$ cat config.mk
export PLATFORM = sky130hd
export DESIGN_NAME = grouped_irq_ctrl
export DESIGN_NICKNAME = d
export VERILOG_FILES = /design/src/rtl/igc_pkg.sv /design/src/rtl/igc_reg_ctrl.sv /design/src/rtl/igc_datapath.sv /design/src/rtl/igc_arbiter.sv /design/src/rtl/grouped_irq_ctrl.sv
export SDC_FILE = /design/constraint.sdc
export NUM_CORES = 1
export LEC_CHECK = 0
export BUFFER_PORTS_ARGS = -buffer_cell sky130_fd_sc_hd__buf_2
export CORE_UTILIZATION = 25
export DETAILED_ROUTE_END_ITERATION = 10
export GPL_ROUTABILITY_DRIVEN = 0
export PLACE_DENSITY = 0.4
export SYNTH_ARGS = -nofsm -noshare
export SYNTH_HDL_FRONTEND = slang
export SYNTH_SLANG_ARGS = --single-unit
$ cat constraint.sdc
create_clock -name clk -period 7.2 [get_ports clk]
set_clock_uncertainty 0.15 [all_clocks]
set_input_delay 0.72 -clock clk [delete_from_list [all_inputs] [get_ports clk]]
set_output_delay 0.72 -clock clk [all_outputs]
set_load 0.02 [all_outputs]
$ cat src/rtl/igc_pkg.sv
package igc_pkg;

  localparam int LINES_PER_GROUP = 32;
  localparam int LEVEL_W = 2;
  localparam int NUM_LEVELS = 1 << LEVEL_W;
  localparam int OFFSET_W = 14;
  localparam int DATA_W = 32;
  localparam int PAD_W = DATA_W - LEVEL_W - OFFSET_W;

  typedef struct packed {
    logic [LEVEL_W-1:0]  level;
    logic [OFFSET_W-1:0] offset;
  } groupPrio_t;

  typedef struct packed {
    logic                valid;
    logic                nmi;
    logic [LEVEL_W-1:0]  level;
    logic [OFFSET_W-1:0] offset;
  } intOut_t;

  typedef struct packed {
    logic readReq;
    logic readPrio;
    logic prioWr;
  } regStrobe_t;

endpackage

$ cat src/rtl/igc_reg_ctrl.sv
module igc_reg_ctrl
  import igc_pkg::*;
#(
  parameter int NUM_GROUPS = 2,
  parameter int ADDR_W = $clog2(2 * NUM_GROUPS),
  parameter int GIDX_W = (NUM_GROUPS > 1) ? $clog2(NUM_GROUPS) : 1
) (
  input  logic [ADDR_W-1:0] regAddr,
  input  logic              regWrEn,
  output regStrobe_t        strobes,
  output logic [GIDX_W-1:0] grpIdx
);

  localparam int ADDR_SPAN = 2 * NUM_GROUPS;

  logic [31:0] addrWide;
  assign addrWide = 32'(regAddr);

  always_comb begin
    strobes = '0;
    grpIdx  = '0;
    if (addrWide < 32'(NUM_GROUPS)) begin
      strobes.readReq = 1'b1;
      grpIdx = GIDX_W'(addrWide);
    end else if (addrWide < 32'(ADDR_SPAN)) begin
      strobes.readPrio = 1'b1;
      strobes.prioWr   = regWrEn;
      grpIdx = GIDX_W'(addrWide - 32'(NUM_GROUPS));
    end
  end

endmodule

$ cat src/rtl/igc_datapath.sv
module igc_datapath
  import igc_pkg::*;
#(
  parameter int NUM_GROUPS = 2,
  parameter int GIDX_W = (NUM_GROUPS > 1) ? $clog2(NUM_GROUPS) : 1,
  localparam int NUM_LINES = NUM_GROUPS * LINES_PER_GROUP
) (
  input  logic                  clk,
  input  logic                  rstN,
  input  logic [NUM_LINES-1:0]  irqIn,
  input  logic                  nmiReq,
  input  regStrobe_t            strobes,
  input  logic [GIDX_W-1:0]     grpIdx,
  input  logic [DATA_W-1:0]     regWrData,
  output logic [DATA_W-1:0]     regRdData,
  output logic [NUM_GROUPS-1:0] grpReq,
  output groupPrio_t            grpPrio [NUM_GROUPS],
  output logic                  nmiSync
);

  logic [NUM_GROUPS-1:0][LINES_PER_GROUP-1:0] syncStage;
  logic [NUM_GROUPS-1:0][LINES_PER_GROUP-1:0] reqReg;
  logic nmiStage;

  always_ff @(posedge clk or negedge rstN) begin
    if (!rstN) begin
      nmiStage <= 1'b0;
      nmiSync  <= 1'b0;
    end else begin
      nmiStage <= nmiReq;
      nmiSync  <= nmiStage;
    end
  end

  for (genvar g = 0; g < NUM_GROUPS; g++) begin : g_group
    always_ff @(posedge clk or negedge rstN) begin
      if (!rstN) begin
        syncStage[g] <= '0;
        reqReg[g]    <= '0;
      end else begin
        syncStage[g] <= irqIn[g*LINES_PER_GROUP +: LINES_PER_GROUP];
        reqReg[g]    <= syncStage[g];
      end
    end

    assign grpReq[g] = |reqReg[g];

    always_ff @(posedge clk or negedge rstN) begin
      if (!rstN) begin
        grpPrio[g] <= '0;
      end else if (strobes.prioWr && (grpIdx == GIDX_W'(g))) begin
        grpPrio[g].level  <= regWrData[DATA_W-1 -: LEVEL_W];
        grpPrio[g].offset <= regWrData[OFFSET_W-1:0];
      end
    end
  end

  always_comb begin
    regRdData = '0;
    for (int g = 0; g < NUM_GROUPS; g++) begin
      if (grpIdx == GIDX_W'(g)) begin
        if (strobes.readReq) begin
          regRdData = DATA_W'(reqReg[g]);
        end else if (strobes.readPrio) begin
          regRdData = {grpPrio[g].level, {PAD_W{1'b0}}, grpPrio[g].offset};
        end
      end
    end
  end

endmodule

$ cat src/rtl/igc_arbiter.sv
module igc_arbiter
  import igc_pkg::*;
#(
  parameter int NUM_GROUPS = 2
) (
  input  logic                  clk,
  input  logic                  rstN,
  input  logic [NUM_GROUPS-1:0] grpReq,
  input  groupPrio_t            grpPrio [NUM_GROUPS],
  input  logic                  nmiSync,
  input  logic [NUM_LEVELS-1:0] levelMask,
  input  logic                  globalMask,
  output intOut_t               intOut
);

  intOut_t nextOut;
  logic [NUM_GROUPS-1:0] grpValid;

  always_comb begin
    for (int g = 0; g < NUM_GROUPS; g++) begin
      grpValid[g] = grpReq[g] && !globalMask && !levelMask[grpPrio[g].level];
    end
  end

  always_comb begin
    nextOut = '0;
    if (nmiSync) begin
      nextOut.valid = 1'b1;
      nextOut.nmi   = 1'b1;
    end else begin
      // ascending scan keeps the lower index on equal level
      for (int g = 0; g < NUM_GROUPS; g++) begin
        if (grpValid[g] && (!nextOut.valid || (grpPrio[g].level > nextOut.level))) begin
          nextOut.valid  = 1'b1;
          nextOut.level  = grpPrio[g].level;
          nextOut.offset = grpPrio[g].offset;
        end
      end
    end
  end

  always_ff @(posedge clk or negedge rstN) begin
    if (!rstN) begin
      intOut <= '0;
    end else begin
      intOut <= nextOut;
    end
  end

endmodule

$ cat src/rtl/grouped_irq_ctrl.sv
module grouped_irq_ctrl
  import igc_pkg::*;
#(
  parameter int NUM_GROUPS = 2,
  parameter int NUM_LINES = NUM_GROUPS * 32,
  parameter int ADDR_W = $clog2(2 * NUM_GROUPS)
) (
  input  logic                 clk,
  input  logic                 rstN,
  input  logic [NUM_LINES-1:0] irqIn,
  input  logic                 nmiReq,
  input  logic [3:0]           levelMask,
  input  logic                 globalMask,
  input  logic [ADDR_W-1:0]    regAddr,
  input  logic                 regWrEn,
  input  logic [31:0]          regWrData,
  output logic [31:0]          regRdData,
  output logic                 intValid,
  output logic                 intNmi,
  output logic [1:0]           intLevel,
  output logic [13:0]          intOffset
);

  localparam int GIDX_W = (NUM_GROUPS > 1) ? $clog2(NUM_GROUPS) : 1;

  regStrobe_t            strobes;
  logic [GIDX_W-1:0]     grpIdx;
  logic [NUM_GROUPS-1:0] grpReq;
  groupPrio_t            grpPrio [NUM_GROUPS];
  logic                  nmiSync;
  intOut_t               intOut;

  igc_reg_ctrl #(
    .NUM_GROUPS(NUM_GROUPS),
    .ADDR_W    (ADDR_W),
    .GIDX_W    (GIDX_W)
  ) u_ctrl (
    .regAddr(regAddr),
    .regWrEn(regWrEn),
    .strobes(strobes),
    .grpIdx (grpIdx)
  );

  igc_datapath #(
    .NUM_GROUPS(NUM_GROUPS),
    .GIDX_W    (GIDX_W)
  ) u_data (
    .clk      (clk),
    .rstN     (rstN),
    .irqIn    (irqIn),
    .nmiReq   (nmiReq),
    .strobes  (strobes),
    .grpIdx   (grpIdx),
    .regWrData(regWrData),
    .regRdData(regRdData),
    .grpReq   (grpReq),
    .grpPrio  (grpPrio),
    .nmiSync  (nmiSync)
  );

  igc_arbiter #(
    .NUM_GROUPS(NUM_GROUPS)
  ) u_arb (
    .clk       (clk),
    .rstN      (rstN),
    .grpReq    (grpReq),
    .grpPrio   (grpPrio),
    .nmiSync   (nmiSync),
    .levelMask (levelMask),
    .globalMask(globalMask),
    .intOut    (intOut)
  );

  assign intValid  = intOut.valid;
  assign intNmi    = intOut.nmi;
  assign intLevel  = intOut.level;
  assign intOffset = intOut.offset;

endmodule

==> run_results.csv <==
group,metric,value,unit
status,result_of_the_run,"complete, no violations",
die,pin_count,157,
synthesis,ys_seq_area_share,74.7,%
die,fp.coreArea,23500,um^2
power_and_ir_drop,power.static_leakage,0.00356,uW
hold_path,hold_path.startpoint,"u_data.syncStage[63]$_DFF_PN0_",
setup_path,worst_path_largest_cell_delay,880,ps
timing,final.setup.tns,0,ps
drt,postRouteWirelength,14800,um
place,numPlacedInstances,784,
clock_network,cts.repair_timing.setup_buffer_count,0,
layout,num-fill-cells,2376,
setup_path,cp.arrival,3850,ps
power_and_ir_drop,ir_drop,0.000120,V
global_route,grt_first_pass_wirelength,22500,um
synthesis,postSynth.asyncResetShare,100,%
power_and_ir_drop,power.total,2370,uW
setup_path,crit_path_start_kind,"register",
clock_network,cts_tree,"done",
synthesis,synth_commonest_cells,"sky130_fd_sc_hd__dfrtp_1 (180), sky130_fd_sc_hd__mux2_2 (33), sky130_fd_sc_hd__nor2_1 (18)",
clock_network,worstSkewPairLatency,430,ps
drt,route.detailed.wl_per_inst,18.1,um
job,cap_violations,0,
drt,final_antenna_net_count,0,
place,detailedPlace.worstSlack,3410,ps
clock_network,cts_buffer_depth,2,
synthesis,syn-instance-count,335,
global_route,track_usage,12.8,%
timing,drv_slew,0,
synthesis,cell_area_after_technology_mapping,6030,um^2
synthesis,synth-edff-count,0,
layout,synthToLayoutAreaGrowth,28.1,%
global_route,antenna_violations_before_repair,1,
drt,drt_iter0_markers,143,
setup_path,crit_type,"register to register",
global_route,grt-busiest-layer,"met2",
power_and_ir_drop,pwr_density_cell,307,nW/um^2
clock_network,cts_inserted_buffers,17,
layout,layout-drive-gt1-share,45.7,%
place,detailed_place_hpwl,10000,um
setup_path,timing.critical_path.to_type,"register",
global_route,first_global_vias,3716,
clock_network,ctsHoldBuffers,0,
setup_path,critical_path.slowest_cell,"sky130_fd_sc_hd__a211oi_4",
timing,finalCriticalPeriod,3640,ps
synthesis,postSynthRegisterBits,180,
die,area_of_the_die,24700,um^2
timing,worstMarginPinSlew,1110,ps
place,place.port_buffers,140,
synthesis,yosys.cell_count.top_type,"sky130_fd_sc_hd__dfrtp_1",
global_route,grt_overflow_total,0,
layout,instances_no_fill,817,
die,initial_core_util,25.6,%
timing,timing_hold_violations_final,0,
clock_network,clock-sinks,180,
synthesis,synth.area.top_cells,"sky130_fd_sc_hd__dfrtp_1 (75%), sky130_fd_sc_hd__mux2_2 (6.2%), sky130_fd_sc_hd__mux4_2 (6.0%)",
synthesis,synth.distinct_cells,29,
drt,count_of_vias_placed_by_the_detailed_router,3339,
drt,viasPerCell,4.09,
global_route,use_met1,16.6,%
synthesis,yosys_warnings,0,
global_route,grtUsageMet2,20.2,%
global_route,gr-usage-met3,3.17,%
timing,timing.final.setup_violations,0,
die,rows,56,
timing,rsz0062_at_grt,"no",
synthesis,synth_flop_cell,"sky130_fd_sc_hd__dfrtp_1",
die,floorplan.die.height,157,um
synthesis,synth_top_area_cell,"sky130_fd_sc_hd__dfrtp_1",
timing,finalWorstSetupSlack,3560,ps
timing,fmax,275,MHz
clock_network,cts.root.buffer_cell,"sky130_fd_sc_hd__clkbuf_16",
synthesis,post-synth-top-area-fraction,74.7,%
global_route,grt_start_max_net_pins,101,
die,die-width,157,um
hold_path,min-delay-path-class,"register to register",
synthesis,synthesis.nets,444,
setup_path,startpoint,"u_data.reqReg[9]$_DFF_PN0_",
setup_path,timing.critical_path.cells,"nor4_1, and4_1, a211oi_1, ha_1, nand2_1, o21ai_1, a211oi_4, a22o_1",
timing,post-route-period-util,50.6,%
clock_network,cts.clk_slew.worst_paths,80,ps
setup_path,crit_required,7410,ps
setup_path,critPathMaxFanout,15,
drt,route.detailed.drc,0,
layout,finish.net_count,593,
clock_network,post_cts_resized,0,
synthesis,synthesis.area_per_instance,18.0,um^2
setup_path,r2r_start,"u_data.reqReg[9]$_DFF_PN0_",
drt,firstDrtPassIters,4,
timing,timing.max_slew.rel_slack,25.8,%
clock_network,h_tree_depth_reported_by_cts,4,
-- where the power goes --
group | internal (uW) | switching [uW] | leakage [uW] | total [uW]
clock network | 507 | 463 | 0.000305 | 970
registers | 1090 | 49.4 | 0.00213 | 1140
logic | 117 | 144 | 0.00112 | 260
total | 1720 | 656 | 0.00356 | 2370
-- cell usage in the layout (no fill, tap or decap), drive strengths merged --
cell type / synthesis / final
a211oi: 2 / 2
and4: 2 / 2
a221oi: 1 / 1
nor4: 17 / 17
nand4: 2 / 2
mux4: 17 / 17
mux2i: 17 / 17
nor2: 18 / 18
nor2b: 2 / 2
o21ai: 2 / 2
o221a: 1 / 1
nand3b: 1 / 1
diode: 0 / 1
clkinv: 0 / 8
a211o: 1 / 1
buf: 8 / 141
nand3: 1 / 1
mux2: 33 / 33
inv: 2 / 8
dfrtp: 180 / 180
bufinv: 0 / 1
or3b: 1 / 1
o21a: 1 / 1
nand2: 4 / 4
ha: 2 / 2
o211a: 1 / 1
a22o: 15 / 15
clkbuf: 4 / 18
-- worst paths after layout --
path	endpoint	slack (ps)	cells past startpoint
max in group asynchronous	u_data.grpPrio[27]$_DFFE_PN0P_	5110	2
worst min-delay path	u_data.reqReg[63]$_DFF_PN0_	190	0
worst min register to register	u_data.reqReg[63]$_DFF_PN0_	190	0
worst max-delay path	u_arb.intOut[7]$_DFF_PN0_	3560	8
worst max register to register	u_arb.intOut[7]$_DFF_PN0_	3560	8
min in group asynchronous	u_data.syncStage[55]$_DFF_PN0_	210	1
-- cell families (layout without fill, tap and decap cells) --
group,Yosys count,count (layout),share of synthesized area [%]
AOI/OAI and AO/OA,24,24,4.05
adders and majority gates,2,2,0.415
buffers and inverters,14,176,1.25
DFF,180,180,74.7
muxes,67,67,15.4
other,0,1,0
and+or+nand+nor,48,48,4.19
-- stage by stage --
step / area (um^2) / utilization, % / hold slack (ps)
after CTS: 7720 / 32.8 / 197
after global routing: 7720 / 32.8 / 204
final: 7720 / 32.8 / 193
after detailed placement: 7090 / 30.1 / 185
after floorplan: 6030 / - / 181
after global placement: 7090 / 30.1 / 185
-- critical path: cells and delay by family, from the launching register on --
family | cells | cell delay [ps]
AO/OA/AOI/OAI | 4 | 1480
AND/OR/NAND/NOR | 3 | 1220
flip-flops | 1 | 420
adder cells (fa/ha/maj) | 1 | 300
-- registers in the layout (all words and copies together), names as in the netlist --
signal            cells
u_arb.intOut         18
u_data.nmiStage       1
u_data.reqReg        64
u_data.nmiSync        1
u_data.syncStage     64
u_data.grpPrio       32
-- layer usage --
metal	wire length, um	vias to the layer above
li1	-	1520
met1	6670	1713
met2	7080	89
met3	685	17
met4	324	0
met5	0	-
-- area by class of cell --
cell class	count	area, um^2	share of cell area (%)
clock inverter	15	208	2.69
multi-input combinational	141	1450	18.8
antenna	1	2.50	0.0324
clock buffer	17	425	5.51
timing repair buffer	142	724	9.38
sequential	180	4500	58.3
tap	319	399	5.17
inverter	2	7.51	0.0972
Note: power is estimated with default switching activity, not from simulation.
